--- config.mk ---
export PLATFORM = sky130hd
export DESIGN_NAME = fir_share_top
export DESIGN_NICKNAME = d
export VERILOG_FILES = /design/src/rtl/fir_share_pkg.sv /design/src/rtl/fir_delay_line.sv /design/src/rtl/fir_group_sum.sv /design/src/rtl/booth_r4_mult.sv /design/src/rtl/fir_share_top.sv
export SDC_FILE = /design/constraint.sdc
export NUM_CORES = 2
export LEC_CHECK = 0
export CAP_MARGIN = 10
export CORE_MARGIN = 2
export CORE_UTILIZATION = 58
export DETAILED_ROUTE_END_ITERATION = 7
export PLACE_DENSITY = 0.83
export SETUP_SLACK_MARGIN = 0.5
export SYNTH_ARGS = -nofsm -noshare
export SYNTH_HDL_FRONTEND = slang
export SYNTH_SLANG_ARGS = --single-unit
--- constraint.sdc ---
create_clock -name clk -period 4.25 [get_ports clk]
set_input_delay 0.85 -clock clk [delete_from_list [all_inputs] [get_ports clk]]
set_output_delay 0.85 -clock clk [all_outputs]
set_load 0.05 [all_outputs]
--- src/rtl/fir_share_pkg.sv ---
package fir_share_pkg;

  // extra bits needed to add n signed terms without overflow
  function automatic int extra_bits(input int n);
    int b;
    b = 0;
    while ((1 << b) < n) b++;
    return b;
  endfunction

  // radix-4 recoded digit actions
  typedef enum logic [2:0] {
    DIG_ZERO,
    DIG_POS1,
    DIG_POS2,
    DIG_NEG1,
    DIG_NEG2
  } r4_digit_e;

endpackage

--- src/rtl/fir_delay_line.sv ---
module fir_delay_line #(
  parameter int TAPS = 32,
  parameter int DW   = 8
) (
  input  logic                 clk,
  input  logic                 rst,
  input  logic                 shift_en,
  input  logic [DW-1:0]        din,
  output logic [TAPS*DW-1:0]   tap_bus
);
  // tap k occupies bits [k*DW +: DW]; tap 0 holds the newest sample
  genvar k;
  generate
    for (k = 0; k < TAPS; k++) begin : g_tap
      always_ff @(posedge clk) begin
        if (rst) begin
          tap_bus[k*DW +: DW] <= '0;
        end else if (shift_en) begin
          if (k == 0) tap_bus[k*DW +: DW] <= din;
          else        tap_bus[k*DW +: DW] <= tap_bus[(k-1)*DW +: DW];
        end
      end
    end
  endgenerate
endmodule

--- src/rtl/fir_group_sum.sv ---
module fir_group_sum #(
  parameter int TAPS = 32,
  parameter int DW   = 8,
  parameter int SW   = 10,
  parameter int GID  = 0,
  parameter int GRP_OF [TAPS] = '{default: 0}
) (
  input  logic [TAPS*DW-1:0]   tap_bus,
  output logic signed [SW-1:0] sum
);
  always_comb begin
    logic signed [DW-1:0] t;
    sum = '0;
    for (int k = 0; k < TAPS; k++) begin
      t = tap_bus[k*DW +: DW];
      if (GRP_OF[k] == GID) sum = sum + SW'(t);
    end
  end
endmodule

--- src/rtl/booth_r4_mult.sv ---
module booth_r4_mult
  import fir_share_pkg::*;
#(
  parameter int AW = 10,
  parameter int BW = 8
) (
  input  logic signed [AW-1:0]    a,
  input  logic signed [BW-1:0]    b,
  output logic signed [AW+BW-1:0] p
);
  localparam int ND = (BW + 1) / 2;
  localparam int EB = 2 * ND;
  localparam int PW = AW + BW;

  logic signed [EB-1:0] b_ext;
  logic [EB:0]          b_win;
  logic signed [PW-1:0] a_ext;
  logic signed [PW-1:0] pp [ND];

  assign b_ext = EB'(b);
  assign b_win = {b_ext, 1'b0};
  assign a_ext = PW'(a);

  genvar d;
  generate
    for (d = 0; d < ND; d++) begin : g_digit
      r4_digit_e            dig;
      logic signed [PW-1:0] mag;
      always_comb begin
        case (b_win[2*d+2 -: 3])
          3'b001, 3'b010: dig = DIG_POS1;
          3'b011:         dig = DIG_POS2;
          3'b100:         dig = DIG_NEG2;
          3'b101, 3'b110: dig = DIG_NEG1;
          default:        dig = DIG_ZERO;
        endcase
        case (dig)
          DIG_POS1: mag = a_ext;
          DIG_POS2: mag = a_ext <<< 1;
          DIG_NEG1: mag = -a_ext;
          DIG_NEG2: mag = -(a_ext <<< 1);
          default:  mag = '0;
        endcase
        pp[d] = mag <<< (2 * d);
      end
    end
  endgenerate

  always_comb begin
    p = '0;
    for (int i = 0; i < ND; i++) p = p + pp[i];
  end
endmodule

--- src/rtl/fir_share_top.sv ---
module fir_share_top
  import fir_share_pkg::*;
#(
  parameter int TAPS = 32,
  parameter int DW   = 8,
  parameter int CW   = 8,
  parameter int NGRP = 8,
  parameter int OW   = DW + CW + $clog2(TAPS),
  parameter int GRP_OF [TAPS] = '{0, 1, 0, 3, 4, 1, 0, 5, 6, 7, 3, 4, 5, 6, 7, 3,
                                  1, 4, 5, 2, 2, 6, 7, 3, 4, 5, 6, 7, 3, 4, 5, 0},
  parameter int GRP_COEF [NGRP] = '{-128, 127, -3, 45, -77, 12, 99, -50}
) (
  input  logic                 clk,
  input  logic                 rst,
  input  logic                 in_valid,
  input  logic signed [DW-1:0] in_data,
  output logic                 out_valid,
  output logic signed [OW-1:0] out_data
);
  function automatic int members(input int g);
    int n;
    n = 0;
    for (int k = 0; k < TAPS; k++) if (GRP_OF[k] == g) n++;
    return n;
  endfunction

  logic [TAPS*DW-1:0]   tap_bus;
  logic [2:0]           vpipe;
  logic signed [OW-1:0] prod_ext [NGRP];
  logic signed [OW-1:0] total;

  fir_delay_line #(.TAPS(TAPS), .DW(DW)) u_dl (
    .clk      (clk),
    .rst      (rst),
    .shift_en (in_valid),
    .din      (in_data),
    .tap_bus  (tap_bus)
  );

  // vpipe[0]: delay line updated, [1]: group sums, [2]: products
  always_ff @(posedge clk) begin
    if (rst) vpipe <= '0;
    else     vpipe <= {vpipe[1:0], in_valid};
  end

  genvar g;
  generate
    for (g = 0; g < NGRP; g++) begin : g_grp
      localparam int N  = members(g);
      localparam int SW = DW + extra_bits(N);
      localparam int PW = SW + CW;

      logic signed [SW-1:0] sum_c, sum_q;
      logic signed [PW-1:0] prod_c, prod_q;
      logic signed [CW-1:0] coef;

      assign coef = CW'(GRP_COEF[g]);

      fir_group_sum #(
        .TAPS(TAPS), .DW(DW), .SW(SW), .GID(g), .GRP_OF(GRP_OF)
      ) u_sum (
        .tap_bus (tap_bus),
        .sum     (sum_c)
      );

      booth_r4_mult #(.AW(SW), .BW(CW)) u_mul (
        .a (sum_q),
        .b (coef),
        .p (prod_c)
      );

      always_ff @(posedge clk) begin
        if (rst) begin
          sum_q  <= '0;
          prod_q <= '0;
        end else begin
          sum_q  <= sum_c;
          prod_q <= prod_c;
        end
      end

      assign prod_ext[g] = OW'(prod_q);
    end
  endgenerate

  always_comb begin
    total = '0;
    for (int i = 0; i < NGRP; i++) total = total + prod_ext[i];
  end

  always_ff @(posedge clk) begin
    if (rst) begin
      out_valid <= 1'b0;
      out_data  <= '0;
    end else begin
      out_valid <= vpipe[2];
      if (vpipe[2]) out_data <= total;
    end
  end
endmodule

==> results.cfg <==
[power_and_ir_drop]
p_per_area_nw_per_um2 = 289
sequentialPowerShare = 0.434
pwr-share-comb = 0.115
p_switching_mw = 2.78
ir_worst_vdd_uv = 349
clock_power_share = 0.452
power.leakage_nw = 17.8
netSwitchingFraction = 0.253
p_int_mw = 8.23

[yosys]
synth_top_area_frac = 0.308
ys_top_cells_by_area = dfxtp_1 31%, fa_1 18%, ha_1 9.8%
yosys.area.top_type = dfxtp_1
synth_edf_count = 0
async_flop_share = 0
yosysSeqAreaShare = 0.308
synth.avg_cell_area_um2 = 9.58
synth_warnings = 0
ys.flop_type = dfxtp_1
netlist_area_um2 = 32500
syn-num-nets = 3949
synth_cell_types = 78
synth_cells = 3390
yosys_register_bits = 499

[floorplan]
ioPinCount = 33
std_cell_rows = 86
coreArea_um2 = 55200
die_x_um = 241
start_util = 0.588
dieHeight_um = 241
die-area_um2 = 57900

[drt]
vias_per_cell = 5.75
ant_nets = 0
drt-total-wl_um = 89500
drt-initial-drc-count = 2059
routedWlPerCell_um = 20.8
drcViolationCount = 0
num_vias = 24800
dr.pass1.iters = 6

[min_path]
hp-class = reg2reg

[timing]
worstMarginPinSlew_ns = 1.07
timing.final.crit_share = 1.06
maxSlewHeadroom = 0.290
min_period_ns = 4.51
grt_setup_unrepaired = yes
clock_skew_ns = 0.0225
max_freq_ghz = 0.222
setup_viol = 14
layout_setup_ws_ns = -0.259
slew_viol_final = 0
timing.setup.tns_ns = -1.83
hold_violations = 0

[clock_network]
worstSkewPairLatency_ns = 0.62
clock_sinks = 499
htree_levels = 2
clk_path_buf_depth = 3
cts_tree = built
numCtsBuffers = 52
path_clk_slew_ns = 0.06
cts-root-buf = clkbuf_16

[global_routing]
antenna_found_initial = 2
grt_pass1_vias = 24600
grt_overflow = 0
grt_use_total = 0.290
grt_max_degree = 162
grt_first_pass_wirelength_um = 130000

[critical_path]
critPathKind = reg2reg
required_ns = 4.76
crit_arrival_ns = 5.02
worstSetupEndpointType = flop
worstPathMaxFanout = 3
cp-start-kind = flop

[final_layout]
regArea_um2 = 10000
n_fill_cell = 3540
drive_gt1_frac = 0.157
num_antenna_cells = 0
final_nets = 4078
final_cells = 4308
multi_input_area_um2 = 21900
fin_util = 0.690
area_growth_syn_to_layout_pct = 17.3

[placement]
port_buffers = 32
finalWeightedCongestion = 0.935
hpwlAfterDp_um = 58600
dp.cells = 4138

[outcome]
violations = negative setup slack
outcome = finished, violations left

[run]
cap_violations = 0
## Yosys cell counts (8+ instances only)
| master | count |
|---|---|
| nor2_1 | 520 |
| dfxtp_1 | 499 |
| inv_1 | 476 |
| fa_1 | 293 |
| mux2i_1 | 273 |
| ha_1 | 255 |
| xnor2_1 | 146 |
| a21oi_1 | 104 |
| xor2_1 | 87 |
| nor3_1 | 77 |
| clkbuf_1 | 73 |
| nand2_1 | 72 |
| o21ai_0 | 68 |
| nor2b_1 | 61 |
| a21o_1 | 49 |
| a211oi_1 | 27 |
| buf_1 | 27 |
| nand2b_1 | 27 |
| nand3_1 | 22 |
| or3_1 | 17 |
| o21a_1 | 16 |
| o21bai_1 | 16 |
| a31oi_1 | 15 |
| and3_1 | 15 |
| a21boi_0 | 11 |
| nor4_1 | 11 |
| o211ai_1 | 9 |
| o31ai_1 | 8 |
## cell usage in the layout (no fill, tap or decap), types with 16 or more instances in the layout
cell type,synthesis,routed
nor2_1,520,504
dfxtp_1,499,472
inv_1,476,435
mux2i_1,273,273
fa_1,293,272
ha_1,255,215
buf_4,0,126
xnor2_1,146,123
xor2_1,87,79
a21oi_1,104,75
nand2_1,72,65
nor3_1,77,65
nor2b_1,61,57
clkbuf_16,0,52
a21o_1,49,49
o21ai_0,68,42
inv_2,1,41
ha_4,0,36
clkdlybuf4s50_1,0,30
nand2b_1,27,26
a21oi_2,1,25
xnor2_2,0,22
fa_2,0,21
dfxtp_2,0,20
a211oi_1,27,19
nand3_1,22,18
o21ai_1,7,18
o21a_1,16,16
## kinds of logic after synthesis
| logic type | after synthesis | synth area share |
|---|---|---|
| DFF | 499 | 0.308 |
| muxes | 276 | 0.0852 |
| and+or+nand+nor | 875 | 0.122 |
| xor gates and xnor gates | 233 | 0.0629 |
| AOI/OAI and AO/OA | 380 | 0.0767 |
| buffers and inverters | 579 | 0.0670 |
| adders and majority gates | 548 | 0.279 |
## repair_timing
item / in CTS / in global routing
pin swaps: 118 / 105
endpoints found under the setup margin: 44 / 50
setup buffers: 43 / 32
resized for setup: 206 / 171
hold buffers: 0 / 0
gates cloned: 0 / 0
## path summary, 6_finish.rpt
path / startpoint / end / slack [ns] / depth (start not counted)
setup / recovery: g_grp[0].prod_q[8]$_SDFF_PP0_ / out_data[14]$_SDFFE_PP0P_ / -0.26 / 17
hold / removal: vpipe[1]$_SDFF_PP0_ / vpipe[2]$_SDFF_PP0_ / 0.43 / 1
setup reg to reg: g_grp[0].prod_q[8]$_SDFF_PP0_ / out_data[14]$_SDFFE_PP0P_ / -0.26 / 17
hold reg to reg: vpipe[1]$_SDFF_PP0_ / vpipe[2]$_SDFF_PP0_ / 0.43 / 1
## metrics by stage
stage	power [mW]	hold WS, ns	worst slack, ns	area [µm²]
after floorplan	5.69	0.414	-0.00864	32600
after global placement	5.94	0.416	-0.160	34100
after detailed placement	5.97	0.426	-0.248	34100
after CTS	10.9	0.440	-0.155	37100
after global routing	11.3	0.450	-0.380	38100
final	11.0	0.434	-0.259	38100
## layout make-up
| class | count | share of cell area |
|---|---|---|
| Clock inverter | 30 | 0.0113 |
| Inverter | 477 | 0.0471 |
| Sequential cell | 499 | 0.264 |
| Timing Repair Buffer | 177 | 0.0400 |
| Tap cell | 748 | 0.0246 |
| Multi-Input combinational cell | 2312 | 0.576 |
| Clock buffer | 65 | 0.0373 |
## metal layers
metal  part of all wire  GRT usage  vias to the layer above
met4              0.074      0.164                        2
met1               0.38      0.343                    11900
li1                   -          -                    11300
met2               0.47      0.494                     1219
met3              0.074     0.0579                      393
met5            0.00012          0                        -
## sequential cells by signal, indices dropped and copies added (netlist names)
signal and flops:
u_dl.tap_bus 256, g_grp.prod_q 136, g_grp.sum_q 82, out_data 21, vpipe 3, out_valid 1
## power groups by stage
stage	Clock [mW]	Combinational [mW]	Sequential, mW
after CTS	4.99	1.18	4.77
after global routing	5.19	1.37	4.77
after detailed placement	0	1.10	4.88
after global placement	0	1.06	4.88
final	4.97	1.26	4.77
after floorplan	0	0.804	4.89
## worst max-delay path, stage by stage, from the launching register on
cell and delay [ns]:
dfxtp_2 0.33, inv_2 0.04, fa_1 0.54, inv_2 0.04
fa_1 0.50, fa_1 0.52, inv_2 0.04, fa_1 0.49
inv_2 0.05, ha_4 0.24, a21oi_4 0.19, nand2_2 0.08
or4_4 0.55, a31oi_4 0.19, buf_6 0.15, o21ai_2 0.07
xnor2_1 0.14, a211oi_1 0.26
(Power assumes the default switching activity.)
